File: config.mk
export PLATFORM = sky130hd
export DESIGN_NAME = tm_stub_distributor
export DESIGN_NICKNAME = d
export VERILOG_FILES = /design/src/rtl/tm_stub_pkg.sv /design/src/rtl/stub_node_rotor.sv /design/src/rtl/stub_border_dup.sv /design/src/rtl/stub_out_demux.sv /design/src/rtl/tm_stub_distributor.sv
export SDC_FILE = /design/constraint.sdc
export NUM_CORES = 1
export LEC_CHECK = 0
export BUFFER_PORTS_ARGS = -buffer_cell sky130_fd_sc_hd__buf_2
export CORE_MARGIN = 5
export CORE_UTILIZATION = 40
export DETAILED_ROUTE_END_ITERATION = 7
export HOLD_SLACK_MARGIN = 0.06
export PLACE_DENSITY = 0.81
export SYNTH_ARGS = -nofsm -noshare
export SYNTH_HDL_FRONTEND = slang
export SYNTH_SLANG_ARGS = --single-unit
File: constraint.sdc
create_clock -name clk -period 2.45 [get_ports clk]
set_input_delay 0.1225 -clock clk [delete_from_list [all_inputs] [get_ports clk]]
set_output_delay 0.1225 -clock clk [all_outputs]
set_load 0.02 [all_outputs]
File: src/rtl/tm_stub_pkg.sv
// Shared types for the event time-multiplexing stub distributor.
// Assumes nothing beyond a standard compile order (this file first).
package tm_stub_pkg;

    // Which copy of a stub is presented at the outputs.
    typedef enum logic {
        COPY_FIRST  = 1'b0,
        COPY_SECOND = 1'b1
    } copy_phase_e;

endpackage

File: src/rtl/stub_node_rotor.sv
// Picks the destination node per event and rotates it over NODES.
// Assumes: start_i/end_i pulse only on the accepted final copy of a word,
// and no new start arrives while an event is open.
module stub_node_rotor #(
    parameter int NODES  = 36,
    parameter int NODE_W = (NODES > 1) ? $clog2(NODES) : 1
) (
    input  logic              clk,
    input  logic              rst_n,
    input  logic              take_i,    // final copy of a routed word accepted
    input  logic              sop_i,
    input  logic              eop_i,
    output logic [NODE_W-1:0] dest_o,
    output logic              open_o
);

    logic [NODE_W-1:0] next_q;
    logic [NODE_W-1:0] cur_q;
    logic              open_q;
    logic [NODE_W-1:0] next_inc;

    // Next rotation slot, wrapping at the last node.
    always_comb begin
        next_inc = (next_q == NODE_W'(NODES - 1)) ? '0 : next_q + 1'b1;
    end

    // Latch the node at event start and track whether an event is open.
    always_ff @(posedge clk) begin
        if (!rst_n) begin
            next_q <= '0;
            cur_q  <= '0;
            open_q <= 1'b0;
        end else if (take_i) begin
            if (!open_q && sop_i) begin
                cur_q  <= next_q;
                next_q <= next_inc;
                open_q <= !eop_i;
            end else if (open_q && eop_i) begin
                open_q <= 1'b0;
            end
        end
    end

    // An open event keeps its node; otherwise the next slot is offered.
    always_comb begin
        dest_o = open_q ? cur_q : next_q;
        open_o = open_q;
    end

endmodule

File: src/rtl/stub_border_dup.sv
// Sequences the one or two copies of a stub and computes each copy's sector.
// Assumes: the input word holds until its last copy is accepted.
module stub_border_dup
    import tm_stub_pkg::*;
#(
    parameter int SECTORS = 8,
    parameter int SEC_W   = (SECTORS > 1) ? $clog2(SECTORS) : 1
) (
    input  logic             clk,
    input  logic             rst_n,
    input  logic             fire_i,     // current copy accepted downstream
    input  logic             border_i,
    input  logic [SEC_W-1:0] sector_i,
    output logic [SEC_W-1:0] sector_o,
    output logic             first_o,
    output logic             last_o
);

    copy_phase_e phase_q;
    logic [SEC_W-1:0] sector_up;

    // Neighbouring sector, wrapping from the top sector to 0.
    always_comb begin
        sector_up = (sector_i == SEC_W'(SECTORS - 1)) ? '0 : sector_i + 1'b1;
    end

    // Step from the first to the second copy of a border stub.
    always_ff @(posedge clk) begin
        if (!rst_n) begin
            phase_q <= COPY_FIRST;
        end else if (fire_i) begin
            phase_q <= (border_i && phase_q == COPY_FIRST) ? COPY_SECOND : COPY_FIRST;
        end
    end

    // Copy position and sector of the copy on the outputs.
    always_comb begin
        first_o  = (phase_q == COPY_FIRST);
        last_o   = !border_i || (phase_q == COPY_SECOND);
        sector_o = (phase_q == COPY_SECOND) ? sector_up : sector_i;
    end

endmodule

File: src/rtl/stub_out_demux.sv
// Turns a node index into one valid bit per node and selects that node's ready.
// Assumes dest_i < NODES.
module stub_out_demux #(
    parameter int NODES  = 36,
    parameter int NODE_W = (NODES > 1) ? $clog2(NODES) : 1
) (
    input  logic              active_i,
    input  logic [NODE_W-1:0] dest_i,
    input  logic [NODES-1:0]  ready_i,
    output logic [NODES-1:0]  valid_o,
    output logic              sel_ready_o
);

    // One decoded valid per node stream.
    for (genvar i = 0; i < NODES; i++) begin : g_node
        assign valid_o[i] = active_i && (dest_i == NODE_W'(i));
    end

    // Ready of the node currently addressed.
    always_comb begin
        sel_ready_o = |(ready_i & valid_o);
    end

endmodule

File: src/rtl/tm_stub_distributor.sv
// Event time-multiplexing stub distributor: whole events rotate over NODES
// identical node streams, and border stubs are emitted twice (sector s, s+1).
// Assumes valid/ready-compliant input and well-formed sop/eop framing.
module tm_stub_distributor #(
    parameter int NODES   = 36,
    parameter int SECTORS = 8,
    parameter int PAY_W   = 32,
    localparam int SEC_W  = (SECTORS > 1) ? $clog2(SECTORS) : 1,
    localparam int NODE_W = (NODES > 1) ? $clog2(NODES) : 1
) (
    input  logic             clk,
    input  logic             rst_n,
    input  logic             in_valid,
    output logic             in_ready,
    input  logic [PAY_W-1:0] in_payload,
    input  logic [SEC_W-1:0] in_sector,
    input  logic             in_border,
    input  logic             in_sop,
    input  logic             in_eop,
    output logic [NODES-1:0] out_valid,
    input  logic [NODES-1:0] out_ready,
    output logic [PAY_W-1:0] out_payload,
    output logic [SEC_W-1:0] out_sector,
    output logic             out_sop,
    output logic             out_eop
);

    logic [NODE_W-1:0] dest;
    logic              evt_open;
    logic              active;
    logic              sel_ready;
    logic              fire;
    logic              copy_first;
    logic              copy_last;
    logic              take;

    // A word is routed if it belongs to an open event or starts one.
    always_comb begin
        active   = in_valid && (evt_open || in_sop);
        fire     = active && sel_ready;
        take     = fire && copy_last;
        in_ready = !active || (sel_ready && copy_last);
    end

    stub_node_rotor #(.NODES(NODES), .NODE_W(NODE_W)) u_rotor (
        .clk    (clk),
        .rst_n  (rst_n),
        .take_i (take),
        .sop_i  (in_sop),
        .eop_i  (in_eop),
        .dest_o (dest),
        .open_o (evt_open)
    );

    stub_border_dup #(.SECTORS(SECTORS), .SEC_W(SEC_W)) u_dup (
        .clk      (clk),
        .rst_n    (rst_n),
        .fire_i   (fire),
        .border_i (in_border),
        .sector_i (in_sector),
        .sector_o (out_sector),
        .first_o  (copy_first),
        .last_o   (copy_last)
    );

    stub_out_demux #(.NODES(NODES), .NODE_W(NODE_W)) u_demux (
        .active_i    (active),
        .dest_i      (dest),
        .ready_i     (out_ready),
        .valid_o     (out_valid),
        .sel_ready_o (sel_ready)
    );

    // Shared data bus and framing flags per copy.
    always_comb begin
        out_payload = in_payload;
        out_sop     = in_sop && copy_first;
        out_eop     = in_eop && copy_last;
    end

endmodule

==> run_results.csv, run 1 <==
group,metric,value,unit
status,outcome,"finished, violations left",
status,violations,"negative setup slack",
power,ir_worst_vdd,0.167,mV
grt,grt_pass1_vias,2322,
critical_path,reg2reg_to,"u_rotor.cur_q[0]",
detailed_routing,via_count,2343,
cts,clockBufferDepth,2,
critical_path,end_kind,"output port",
sta,setup_slack,-0.206,ns
sta,rsz0062_at_grt,"true",
placement,port_buffers,86,
sta,hold_ws,0.245,ns
yosys,syn_inst,258,
detailed_routing,wire_per_inst,16.2,µm
final_layout,utilization,61.1,%
cts,cts-root-buf,"clkbuf_8",
grt,gr-total-overflow,0,
critical_path,setup.worst_path.class,"register to output port",
sta,post-route-period-util,108,%
yosys,avgSynthCellArea,7.28,µm²
critical_path,worstPathRequired,2.33,ns
detailed_routing,wl,6780,µm
power,power.total,0.596,mW
cts,numCtsBuffers,3,
yosys,synth_edf_count,0,
critical_path,rr_worst_depth,13,
critical_path,r2r-start,"u_rotor.open_o",
critical_path,r2r_setup_slack,-0.17,ns
grt,grtUsageTotal,20.7,%
yosys,synth_seq_cells,14,
yosys,syn_nets,338,
cts,cts_htree_levels,1,
floorplanning,die_area,0.00617,mm²
power,powerDensity,211,mW/mm²
floorplanning,num_io_pins,151,
worst_hold_path,holdCritPathClass,"input pin to output port",
placement,post_dp_cell_area,0.00244,mm²
final_layout,area_delta_synth_final,50.7,%
yosys,synth-seq-area-share,14.9,%
cts,cts.clk_slew.worst_paths,0.06,ns
floorplanning,rows,25,
floorplanning,die_h,78.5,µm
floorplanning,design.core.area,0.00463,mm²
sta,fin_crit,2.66,ns
sta,clock.fmax,377,MHz
detailed_routing,vias_per_cell,5.61,
worst_hold_path,min_delay_worst_endpoint,"out_payload[2]",
worst_hold_path,hp-start,"in_payload[2]",
detailed_routing,firstDrtPassIters,4,
sta,clock_skew,0.00119,ns
floorplanning,dieWidth,78.5,µm
power,p_leak,1.27,nW
yosys,ys_async_sr_fraction,0,%
cts,clk_latency,0.25,ns
cts,cts.hold.buffers_added,0,
final_layout,drive_gt1_share,57.1,%
critical_path,arrival,2.53,ns
sta,worst_pin_slew,0.618,ns
detailed_routing,final_antenna_net_count,0,
grt,antenna_found_initial,0,
placement,hpwl,5160,µm
grt,grt_first_pass_wirelength,10500,µm
placement,gp_congestion,0.941,
yosys,synth_cell_type_count,52,
floorplanning,start_util,40.6,%
sta,finalMaxSlewViolations,0,
final_layout,antenna_cells,0,
final_layout,fin_area,0.00283,mm²
worst_hold_path,min_path_cells,0,
sta,slew_headroom,58.6,%
sta,setup_viol,15,
yosys,syn-cell-area,0.00188,mm²
final_layout,fin_nets,446,
critical_path,startpoint_type,"register",
critical_path,critPathMaxFanout,5,
placement,place_ws,-0.274,ns
cts,cts.sinks,14,
grt,grt_max_degree,22,
sta,hold_viol_final,0,
cts,cts_tree,"built",
final_layout,fillers,380,
yosys,synthFlopType,"dfxtp_1",
detailed_routing,drcViolationCount,0,
detailed_routing,drt_first_iter_violations,87,
yosys,ys.warnings.count,0,
job,cap_violations,0,
## through the flow
| step | std cells | setup TNS, ns |
|---|---|---|
| 2_1_floorplan | 258 | 0 |
| 5_1_grt | 418 | -3.67 |
| 3_3_place_gp | 398 | -1.15 |
| 4_1_cts | 412 | -1.30 |
| 3_5_place_dp | 398 | -2.02 |
| 6_report | 418 | -2.05 |
## what timing repair did
item,4_1_cts,5_1_grt
resized for setup,34,30
endpoints found under the hold margin,0,0
pin swaps,14,17
setup buffers,11,6
setup endpoints to repair,15,15
cloned,0,1
## cell families after synthesis
group	Yosys count	synth area share, %
muxes	8	4.53
buffers and inverters	53	19.2
DFF	14	14.9
adders and majority gates	3	2.00
and+or+nand+nor	118	36.9
AOI/OAI and AO/OA	62	22.5
## routing by layer
layer	track usage, %	up-vias	share of wire, %
met4	13.6	0	6.2
met5	0	-	0
met3	4.82	47	6.9
li1	-	1130	-
met2	37.4	104	51
met1	21.0	1062	36
## synth_stat cells, drive strengths merged (2+ instances only)
cell / count / share of area, %
a22o: 2 / 0.93
buf: 44 / 17
o21ai: 30 / 8.2
or3: 2 / 0.67
nand2: 11 / 2.2
nor3b: 10 / 5.6
o32ai: 2 / 0.93
inv: 5 / 1.0
nand3: 9 / 2.4
mux2: 4 / 2.4
o2111ai: 2 / 0.93
nand2b: 3 / 1.0
nor2b: 4 / 1.3
a211oi: 2 / 0.80
and3b: 7 / 3.3
mux2i: 4 / 2.1
ha: 3 / 2.0
o221ai: 2 / 0.93
a21boi: 4 / 1.6
a21oi: 3 / 0.80
o211ai: 4 / 2.1
and3: 2 / 0.67
nor4: 2 / 0.67
nor3: 32 / 9.1
clkbuf: 4 / 0.80
a311o: 2 / 1.1
a22oi: 2 / 0.80
dfxtp: 14 / 15
nor2: 26 / 5.6
or2: 5 / 1.7
## report_power, final
group	switching, mW	leakage (nW)	internal, mW
Clock	0.0816	0.0216	0.109
Sequential	0.00309	0.114	0.229
Combinational	0.0859	1.14	0.0884
## worst max-delay path: stages, from the launching register on
cell       delay, ns
dfxtp_4         0.36
buf_2           0.14
and3_1          0.23
buf_4           0.16
o21ai_2         0.14
o32ai_2         0.09
nor4_2          0.39
o2111ai_2       0.19
nor2_2          0.17
or2_4           0.14
o211ai_1        0.09
buf_4           0.17
## layout make-up
class                      instances  area [µm²]  share of cell area, %
multi-input combinational        191        1430                   50.6
timing repair buffer             151         986                   34.8
sequential                        14         285                   10.1
tap                               54        67.6                   2.39
clock buffer                       3        41.3                   1.46
inverter                           5        18.8                  0.663
## registers in the layout, summed over array words and instances, names as in the netlist
register and flops:
u_rotor.cur_q 6, u_rotor.next_q 6, u_dup.phase_q 1, u_rotor.open_o 1
## placed cells by master, fill, tap and decap left out, types with 3 or more instances in the layout
master / synthesis / final
dfxtp_1: 14 / 12
o21ai_2: 1 / 3
or2_4: 0 / 4
nor3b_4: 0 / 5
inv_1: 5 / 5
nand2b_1: 3 / 3
nor3b_2: 6 / 4
nor3_1: 30 / 30
ha_1: 3 / 3
buf_12: 0 / 4
buf_4: 35 / 60
mux2_2: 4 / 3
buf_2: 6 / 86
o21ai_0: 28 / 15
clkbuf_8: 0 / 3
o21ai_1: 1 / 10
nand3_1: 9 / 7
nor2_1: 23 / 20
and3b_2: 0 / 3
nor2_2: 3 / 4
and3b_1: 7 / 4
nor2b_1: 4 / 3
nand2_1: 11 / 11
mux2i_1: 4 / 3
## worst max-delay path by stage
stage	start	to	slack (ns)	depth (start not counted)
6_report	u_rotor.open_o	in_ready	-0.21	11
5_1_grt	u_rotor.open_o	in_ready	-0.29	13
4_1_cts	u_rotor.open_o	u_rotor.next_q[2]	-0.17	12
3_5_place_dp	u_rotor.open_o	u_rotor.next_q[2]	-0.27	10
3_3_place_gp	u_rotor.open_o	u_rotor.next_q[2]	-0.12	11
2_1_floorplan	u_rotor.open_o	u_rotor.open_o	0.18	11
Power figures use the tool's default switching activity.
==> inputs of run 2 (changes only) <==
Settings changed: ABC_AREA from default to 1, SKIP_LAST_GASP from default to 1.
==> run_results.csv, run 2 <==
group,metric,value,unit
status,outcome,"finished clean",
critical_path,startpoint_type,"register",
detailed_routing,wire_per_inst,12.3,µm
cts,cts_htree_levels,1,
critical_path,path_cells,"inv_2 > nand2_1 > nand2_1 > nand2_1 > nor2_4 > nand3_1 > nand2_1 > nor2_1 > nand2_1 > nor2_2 > nand3_4 > nand2_1 > nand2_1 > buf_2",
detailed_routing,drt_first_iter_violations,94,
yosys,synth-seq-area-share,14.9,%
cts,cts.hold.buffers_added,0,
critical_path,end_kind,"output port",
final_layout,fin_area,0.00216,mm²
sta,setup_tns,0,ns
critical_path,cp_common_cell,"nand2_1",
detailed_routing,via_count,2240,
power,powerDensity,323,mW/mm²
yosys,avgSynthCellArea,5.41,µm²
cts,cts.sinks,14,
power,power.total,0.698,mW
cts,cts-root-buf,"clkbuf_8",
final_layout,layout_common_cells,"nand2_1, nor2_1, buf_2, inv_1, nand3_1",
placement,post_dp_cell_area,0.00205,mm²
job,cap_violations,0,
grt,antenna_found_initial,0,
sta,clock.fmax,448,MHz
yosys,syn-cell-area,0.00188,mm²
final_layout,reg.largest.list,"u_rotor.cur_q x6, u_rotor.next_q x6",
sta,rsz0062_at_grt,"false",
detailed_routing,drcViolationCount,0,
floorplanning,die_h,78.5,µm
floorplanning,rows,25,
critical_path,setup.worst_path.class,"register to output port",
detailed_routing,met1Wirelength,2160,µm
final_layout,antenna_cells,0,
final_layout,final_common_cell,"nand2_1",
grt,gr-total-overflow,0,
yosys,ys_async_sr_fraction,0,%
cts,cts.clk_slew.worst_paths,0.06,ns
detailed_routing,vias_per_cell,4.93,
power,p_clk_share,32.1,%
placement,port_buffers,86,
yosys,yosys.area.top_type,"nand2_1",
sta,worst_pin_slew,0.501,ns
detailed_routing,wl_met3,417,µm
cts,clockBufferDepth,2,
final_layout,fin_nets,481,
yosys,syn_inst,347,
detailed_routing,firstDrtPassIters,4,
detailed_routing,wl_met2,2850,µm
critical_path,arrival,2.11,ns
yosys,netlist_top_cells_count,"nand2_1, nor2_1, inv_1",
grt,grt_first_pass_wirelength,9080,µm
final_layout,area_delta_synth_final,15.2,%
yosys,yosysMostFrequentCell,"nand2_1",
sta,setup_slack,0.217,ns
grt,grt_max_degree,22,
power,net-switching-power,0.240,mW
detailed_routing,top_layer,"met4",
placement,place_ws,0.0127,ns
power,ir_worst_vdd,0.179,mV
floorplanning,die_area,0.00616,mm²
floorplanning,dieWidth,78.5,µm
yosys,synthFlopType,"dfxtp_1",
power,sw_frac_of_total,34.4,%
yosys,synth_seq_cells,14,
detailed_routing,wl,5570,µm
sta,hold_viol_final,0,
final_layout,utilization,46.7,%
yosys,syn_nets,427,
sta,post-route-period-util,91.1,%
detailed_routing,final_antenna_net_count,0,
yosys,synth_cell_type_count,24,
critical_path,slowest_stage,"dfxtp_4",
floorplanning,design.core.area,0.00463,mm²
power,pwr-share-seq,36.0,%
power,p_int,0.458,mW
sta,setup_viol,0,
sta,fin_crit,2.23,ns
power,p_comb_share,31.9,%
critical_path,cp_slowest_stage_delay,0.37,ns
floorplanning,num_io_pins,151,
yosys,ys.warnings.count,0,
floorplanning,start_util,40.5,%
cts,cts_tree,"built",
grt,grt_pass1_vias,2071,
placement,hpwl,4500,µm
yosys,synth_area_leaders,"nand2_1, nor2_1, dfxtp_1, buf_4, nand3_1",
grt,grtUsageTotal,17.5,%
sta,finalMaxSlewViolations,0,
final_layout,drive_gt1_share,27.3,%
critical_path,worstPathRequired,2.33,ns
placement,gp_congestion,0.884,
yosys,synth_top_area_share,18.8,%
critical_path,critPathMaxFanout,17,
cts,clk_latency,0.24,ns
sta,slew_headroom,66.6,%
worst_hold_path,holdCritPathClass,"input pin to register",
power,p_leak,1.23,nW
yosys,synth_edf_count,0,
cts,numCtsBuffers,3,
sta,clock_skew,0.00270,ns
## run 2: changes by cell type in the layout (fill, tap and decap cells not counted), sizes merged, moves of 27 or more
cell	before	now
nand2	11	95
nor2	26	94
buf	150	90
inv	5	42
nand3	9	40
nor3	32	1
o21ai	30	3
## run 2: area by class of cell
cell class,instances,area (µm²)
Clock buffer,4,55.1
Fill cell,490,2470
Inverter,42,158
Multi-Input combinational cell,250,1120
Sequential cell,14,285
Tap cell,54,67.6
Timing Repair Buffer,90,473
## run 2: timing repair
| item | 4_1_cts | 5_1_grt |
|---|---|---|
| setup buffers | 0 | 4 |
| endpoints found under the setup margin | 4 | 20 |
| gates resized for setup | 1 | 4 |
| pin swaps | 0 | 1 |
| cloned | 0 | 0 |
## run 2: kinds of logic after synthesis
kind of cell               after synthesis  share of synthesized area (%)
and+or+nand+nor                        239                           54.9
adders and majority gates                3                           2.00
xor gates and xnor gates                 1                          0.467
DFF                                     14                           14.9
buffers and inverters                   83                           25.5
AOI/OAI and AO/OA                        7                           2.20
## run 2: per-stage QoR
step | std cells | hold slack (ns)
finish | 454 | 0.217
CTS | 450 | 0.220
floorplan | 347 | 0.243
detailed placement | 446 | 0.245
global placement | 446 | 0.245
global route | 454 | 0.241
## run 2: worst paths after layout
kind                            depth (start not counted)  slack [ns]               from                end
worst max-delay path                                   14        0.22     u_rotor.open_o           in_ready
worst min-delay path                                    3        0.22              rst_n   u_rotor.cur_q[4]
worst max register to register                         15        0.31     u_rotor.open_o  u_rotor.next_q[2]
worst min register to register                          2        0.51  u_rotor.next_q[3]   u_rotor.cur_q[3]
## run 2: power by group through the flow
stage,logic (mW),clock network [mW],registers (mW)
finish,0.222,0.224,0.251
global route,0.251,0.243,0.253
CTS,0.218,0.225,0.252
detailed placement,0.216,0,0.257
floorplan,0.224,0,0.253
global placement,0.212,0,0.257
## run 2: metal layers
| metal | global-route usage (%) | up-vias |
|---|---|---|
| met1 | 18.4 | 980 |
| li1 | - | 1136 |
| met4 | 7.87 | 0 |
| met2 | 32.9 | 97 |
| met3 | 3.90 | 27 |
| met5 | 0 | - |
## run 2: worst max-delay path, delay by kind of cell (launching register included)
kind	cells	cell delay, ns
simple gates	12	1.20
flops	1	0.37
buf+inv	2	0.29
==> inputs of run 3 (changes only) <==
Settings changed: CORE_UTILIZATION 40 to 43, PLACE_DENSITY 0.81 to 0.86.
Clock period 2.45 ns to 2.8 ns, I/O delays scaled along.
==> run_results.csv, run 3 (same netlist as run 2, synthesis figures left out) <==
group,metric,value,unit
grt,grt_first_pass_wirelength,9300,µm
cts,numCtsBuffers,3,
final_layout,final_common_cell,"nand2_1",
power,power.total,0.575,mW
final_layout,utilization,48.8,%
critical_path,setup.worst_path.class,"register to output port",
cts,cts_htree_levels,1,
sta,slew_headroom,67.2,%
sta,worst_pin_slew,0.492,ns
placement,port_buffers,86,
detailed_routing,drt_first_iter_violations,115,
grt,gr-total-overflow,0,
final_layout,fin_nets,477,
floorplanning,die_h,76.1,µm
grt,antenna_found_initial,0,
detailed_routing,wl,5600,µm
cts,cts_setup_buffers,0,
sta,clock.fmax,411,MHz
final_layout,layout_common_cells,"nand2_1, nor2_1, buf_2, inv_1, nand3_1",
sta,rsz0062_at_grt,"false",
critical_path,critPathMaxFanout,15,
cts,cts_tree,"built",
cts,cts.clk_slew.worst_paths,0.06,ns
sta,hold_viol_final,0,
status,outcome,"finished clean",
power,ir_worst_vdd,0.225,mV
grt,grt_pass1_vias,2159,
power,powerDensity,275,mW/mm²
placement,gp_congestion,0.846,
floorplanning,rows,24,
final_layout,reg.largest.list,"u_rotor.cur_q x6, u_rotor.next_q x6",
cts,cts.sinks,14,
cts,cts-root-buf,"clkbuf_8",
floorplanning,start_util,43.7,%
critical_path,startpoint_type,"register",
floorplanning,dieWidth,76.1,µm
detailed_routing,via_count,2201,
power,p_leak,1.20,nW
sta,setup_viol,0,
final_layout,area_delta_synth_final,11.6,%
grt,grtUsageTotal,18.2,%
cts,clockBufferDepth,2,
sta,setup_tns,0,ns
floorplanning,num_io_pins,151,
floorplanning,die_area,0.00579,mm²
sta,clock_skew,0.00382,ns
detailed_routing,wire_per_inst,12.5,µm
detailed_routing,firstDrtPassIters,5,
critical_path,worstPathRequired,2.66,ns
final_layout,antenna_cells,0,
job,cap_violations,0,
grt,grt_max_degree,22,
detailed_routing,vias_per_cell,4.92,
floorplanning,design.core.area,0.00429,mm²
critical_path,arrival,2.29,ns
worst_hold_path,holdCritPathClass,"input pin to register",
detailed_routing,final_antenna_net_count,0,
final_layout,drive_gt1_share,25.6,%
critical_path,end_kind,"output port",
sta,fin_crit,2.43,ns
sta,finalMaxSlewViolations,0,
placement,hpwl,4540,µm
detailed_routing,drcViolationCount,0,
cts,clk_latency,0.24,ns
sta,post-route-period-util,86.9,%
## run 3: cell types whose count changed in the layout (fill, tap and decap cells not counted), sizes merged
cell / before / now
buf: 90 / 86
clkbuf: 4 / 3
## run 3: power breakdown
part,switching [mW],internal (mW)
clock,0.0678,0.0951
combinational,0.128,0.0639
sequential,0.0113,0.210
total,0.207,0.369
## run 3: repair_timing
item                       CTS  global route
setup endpoints to repair    0             1
gates resized for setup      0             1
hold buffers                 0             0
## run 3: cell type report
class	instances	area, µm²
Fill cell	476	2200
Multi-Input combinational cell	250	1120
Timing Repair Buffer	86	430
Sequential cell	14	282
Inverter	42	158
Tap cell	52	65.1
Clock buffer	3	41.3
## run 3: stage by stage
step | instances | setup slack (ns) | hold WS, ns | instance area, µm²
2_1_floorplan | 347 | 0.882 | 0.260 | 1880
3_3_place_gp | 444 | 0.521 | 0.280 | 2050
3_5_place_dp | 444 | 0.383 | 0.280 | 2050
4_1_cts | 447 | 0.237 | 0.241 | 2090
5_1_grt | 447 | 0.175 | 0.249 | 2090
6_report | 447 | 0.368 | 0.243 | 2090
## run 3: path summary, 6_finish.rpt
| path | start | slack (ns) | depth (start not counted) | to |
|---|---|---|---|---|
| worst max-delay path | u_rotor.open_o | 0.37 | 14 | in_ready |
| worst min-delay path | rst_n | 0.24 | 3 | u_rotor.next_q[0] |
| worst max register to register | u_rotor.open_o | 0.51 | 14 | u_rotor.next_q[1] |
| worst min register to register | u_rotor.next_q[3] | 0.51 | 2 | u_rotor.cur_q[3] |
## run 3: critical path: stages (launching register included)
cell and delay [ns]:
dfxtp_2 0.47, inv_2 0.15, nand2_1 0.10, nand2_1 0.08, nand2_1 0.13, nor2_1 0.09
nand3_1 0.09, nand2_1 0.08, nor2_1 0.11, nand2_1 0.06, nor2_1 0.19, nand3_4 0.17
nand2_1 0.10, nand2_1 0.06, buf_2 0.16
## run 3: routing by layer
metal,track usage [%],up-vias,routed length (µm)
li1,-,1128,-
met3,5.32,23,442
met2,34.3,81,2910
met1,18.8,969,2120
met4,6.47,0,129
met5,0,-,0
